<file path="config.mk">
export PLATFORM = sky130hd
export DESIGN_NAME = psram_ctl
export DESIGN_NICKNAME = d
export VERILOG_FILES = /design/src/rtl/psram_ctl.sv
export SDC_FILE = /design/constraint.sdc
export NUM_CORES = 2
export LEC_CHECK = 0
export BUFFER_PORTS_ARGS = -buffer_cell sky130_fd_sc_hd__buf_4
export CORE_ASPECT_RATIO = 0.9
export CORE_MARGIN = 2
export CORE_UTILIZATION = 32
export CTS_CLUSTER_SIZE = 8
export DETAILED_ROUTE_END_ITERATION = 8
export GPL_TIMING_DRIVEN = 0
export PLACE_DENSITY = 0.45
export SYNTH_ARGS = -nofsm -noshare
export SYNTH_HDL_FRONTEND = slang
export SYNTH_SLANG_ARGS = --single-unit
</file>
<file path="constraint.sdc">
create_clock -name clk -period 6.4 [get_ports clk]
set_clock_uncertainty 0.15 [all_clocks]
set_input_delay 0.64 -clock clk [delete_from_list [all_inputs] [get_ports clk]]
set_output_delay 0.64 -clock clk [all_outputs]
set_load 0.05 [all_outputs]
</file>
<file path="src/rtl/psram_ctl.sv">
module psram_ctl #(
  parameter int AW    = 6,
  parameter int LANES = 4,
  parameter int LW    = 9
) (
  input  logic                clk,
  input  logic                rst_n,
  input  logic [AW-1:0]       addr,
  input  logic                cpu_strobe_n,
  input  logic                ctl_strobe_n,
  input  logic                en_a_n,
  input  logic                en_b,
  input  logic                en_c_n,
  input  logic                burst_n,
  input  logic                wr_all_n,
  input  logic                wr_lane_n,
  input  logic [LANES-1:0]    lane_n,
  input  logic                out_en_n,
  input  logic                sleep,
  input  logic [LANES*LW-1:0] wdata,
  output logic [LANES*LW-1:0] rdata,
  output logic                rdata_en
);
  localparam int DEPTH = 1 << AW;

  logic          sel_q, dsl_q, pr_q, pm_q, vld_q, msk_q;
  logic [AW-1:0] ar_q, a_d;
  logic          sel_d;

  wire en_ok = !en_a_n && en_b && !en_c_n;
  wire p_hit = !sleep && !cpu_strobe_n && !en_a_n;
  wire c_hit = !sleep && !ctl_strobe_n && !p_hit;
  wire load  = p_hit || c_hit;

  always_comb begin
    sel_d = sel_q;
    a_d   = ar_q;
    if (load) begin
      sel_d = en_ok;
      if (en_ok) a_d = addr;
    end else if (!sleep && sel_q && !burst_n) begin
      a_d = {ar_q[AW-1:2], 2'(ar_q[1:0] + 2'd1)};
    end
  end

  wire access = !sleep && sel_d;
  wire wcyc   = !p_hit && (!wr_all_n || !wr_lane_n);
  wire rd     = access && !wcyc;

  always_ff @(posedge clk) begin
    if (!rst_n) begin
      sel_q <= 1'b0;
      dsl_q <= 1'b1;
      ar_q  <= '0;
      pr_q  <= 1'b0;
      pm_q  <= 1'b0;
      vld_q <= 1'b0;
      msk_q <= 1'b0;
    end else begin
      sel_q <= sel_d;
      ar_q  <= a_d;
      pr_q  <= rd;
      pm_q  <= rd && dsl_q;
      vld_q <= pr_q;
      msk_q <= pm_q;
      if (!sel_d)  dsl_q <= 1'b1;
      else if (rd) dsl_q <= 1'b0;
    end
  end

  for (genvar i = 0; i < LANES; i++) begin : g_lane
    logic [LW-1:0] bank [DEPTH];
    logic [LW-1:0] q;
    wire we = access && !p_hit && (!wr_all_n || (!wr_lane_n && !lane_n[i]));

    always_ff @(posedge clk) begin
      if (we) bank[a_d] <= wdata[i*LW +: LW];
    end

    always_ff @(posedge clk) begin
      if (!rst_n)    q <= '0;
      else if (pr_q) q <= bank[ar_q];
    end

    assign rdata[i*LW +: LW] = q;
  end

  assign rdata_en = vld_q && !msk_q && !out_en_n && !sleep;
endmodule

</file>
==> reports/qor.yml <==
status: "complete, but fails checks"
violations: "max-capacitance violations, max-slew violations, negative setup slack"
post_cts_buffers: 0
clkPwrFrac_pct: 45.8
antenna_found_initial: 49
grt_usage_pct: 26.56
cts.sinks: 2352
die_h_um: 509.1
grt_pass1_wl_um: 495200
p_sw_w: 0.008363
syn_nets: 4426
report.final.slew_viol_count: 196
synth_edf_count: 2304
htreeDepth: 5
seqCellArea_sq_um: 70150
num_vias: 51670
drc_errors: 0
routed_wl_um: 387500
crit_arrival_ps: 6810
yosys_warnings: 0
postSynth.asyncResetShare_pct: 0
relSlewSlack_pct: -13.19
worstMarginPinSlew_ps: 1698
multiInputGateArea_sq_um: 19280
gp_congestion: 0.9271
swShare_pct: 23.44
dp_cells: 8231
crit_path_start_kind: "flip-flop"
initial_core_util_pct: 32.15
vdd_drop_max_mv: 0.2370
finalHoldViolCount: 0
cap_violations: 18
via_per_inst: 5.910
layout_min_cycle_time_ps: 6515
synthesis.area_sq_um: 90720
cp-end-kind: "flip-flop"
ctsRootBufferMaster: "clkbuf_16"
cts_buffers: 335
synth_seq_cells: 2352
io_buffers: 92
core_area_sq_um: 282200
worstSetupPathType: "reg -> reg"
avgSynthCellArea_sq_um: 20.77
hp-class: "in -> reg"
die_w_um: 565.3
power.leakage_nw: 32.52
grt_max_degree: 65
synth_top_flop_cell: "edfxtp_1"
area_growth_pct: 17.00
pwr-share-comb_pct: 6.7
fillerInstances: 25710
netlist-cell-type-count: 64
finalWorstSetupSlack_ps: -115.2
p_int_w: 0.02731
wl_per_cell_um: 44.32
rows: 185
first_pass_iters: 5
fmax_ghz: 0.1535
crit_required_ps: 6700
fin_crit_sh_pct: 101.8
sequentialPowerShare_pct: 47.5
yosysSeqAreaShare_pct: 77.32
nets: 4895
rsz0062_at_grt: "no"
clk_latency_ps: 890
hpwlAfterDp_um: 254000
path_max_fanout: 10
p_per_area_nw_per_um2: 336.1
die_area_sq_um: 287800
clock_path_buffers: 4
drt_iter0_markers: 8796
overflow: 0
cts_tree: "built"
io_pins: 95
cts_resized: 0
power_w: 0.03568
ant_nets: 0
setup_viol: 51
final_cells: 8743
drive_above_1_share_pct: 24.46
syn_inst: 4368
clk_pin_slew_ps: 60
grt_pass1_vias: 49000
==> kinds of logic (layout without fill, tap and decap cells) <==
kind of cell           Yosys count  after routing  synth area share, %
AOI/OAI and AO/OA              423            423                3.206
muxes                          745            745                15.26
DFF                           2352           2352                77.32
other                            0              7                    0
and+or+nand+nor                589            589                2.682
buffers and inverters          259            887                1.529
==> power by group through the flow <==
stage                     Combinational [W]  Clock, W  Sequential, W
after CTS                           0.00234    0.0164         0.0169
after detailed placement            0.00233         0         0.0172
after global placement              0.00229         0         0.0172
after global routing                0.00238    0.0170         0.0169
final                               0.00239    0.0163         0.0169
after floorplan                    0.000958         0         0.0172
==> metal layers <==
layer	track usage, %	routed length [um]
met5	0	77
met4	11.83	19840
met2	38.70	166900
met1	37.11	158200
met3	7.200	42440
==> per-stage QoR <==
stage	utilization, %	hold slack, ps	instance area, sq um	setup WS, ps	TNS [ps]
after detailed placement	34.28	281.1	96730	223.8	0
final	37.62	46.10	106200	-115.2	-2448
after global routing	37.62	73.05	106100	162.5	0
after CTS	37.60	11.52	106100	212.0	0
after global placement	34.06	274.1	96090	-1193	-1674830
after floorplan	-	261.8	90720	3313	0
==> critical path: stages, from the launching register on <==
cell and delay [ps]:
dfxtp_1 310, clkbuf_1 410, clkbuf_1 880, clkbuf_1 1100, nand2_1 770, o31ai_2 900, nand2_1 350, nor2_1 1190
==> registers in the layout, indices dropped and copies added (netlist names) <==
name,cells
pr_q,1
ar_q,6
g_lane.q,36
vld_q,1
sel_q,1
dsl_q,1
msk_q,1
pm_q,1
g_lane.bank,2304
==> cells in the mapped netlist, types with 24 or more instances <==
library cell  instances  area [sq um]
a21oi_1              90         450.4
a221oi_1             28         245.2
buf_2                62         310.3
buf_4                33         247.7
buf_6                27         304.0
clkbuf_1            110         412.9
dfxtp_1              48         960.9
edfxtp_1           2304         69190
mux2_2               24         270.3
mux2i_1             210          2102
mux4_2              508         11440
nand2_1             187         701.9
nand3_1              43         215.2
nor2_1              300          1126
o21ai_0              36         180.2
o221ai_1             56         490.5
o22ai_1              81         506.7
==> worst paths after layout <==
check | to | from | depth (start not counted) | slack [ps]
worst max-delay path | g_lane[2].bank[13][5] | ar_q[3] | 7 | -120
worst min-delay path | ar_q[2] | addr[2] | 3 | 50
worst max register to register | g_lane[2].bank[13][5] | ar_q[3] | 7 | -120
worst min register to register | msk_q | pm_q | 1 | 280
==> cell usage in the layout (no fill, tap or decap), types with 24 or more instances in the layout <==
cell type  instances
edfxtp_1        2304
mux4_2           508
clkbuf_16        343
nor2_1           285
mux2i_1          210
clkbuf_1         206
nand2_1          187
buf_4            133
a21oi_1           86
o22ai_1           81
buf_2             73
o221ai_1          56
dfxtp_1           48
clkbuf_2          44
nand3_1           43
buf_6             34
o21ai_0           32
a221oi_1          27
mux2_2            24
==> cell type report <==
| class | instances | area share, % |
|---|---|---|
| flip-flops and latches | 2352 | 66.08 |
| multi-input cells | 1757 | 18.17 |
| clock buffers | 483 | 8.581 |
| well taps | 3740 | 4.408 |
| plain buffers | 253 | 1.351 |
| repair buffers | 132 | 1.194 |
| clock inverters | 13 | 0.1803 |
| inverters | 6 | 0.02122 |
| diodes | 7 | 0.01650 |
==> timing repair <==
item,in CTS,in global routing
hold endpoints to repair,5,0
setup endpoints to repair,0,0
hold buffers,5,0
No activity file was read; power rests on OpenSTA's default activity.
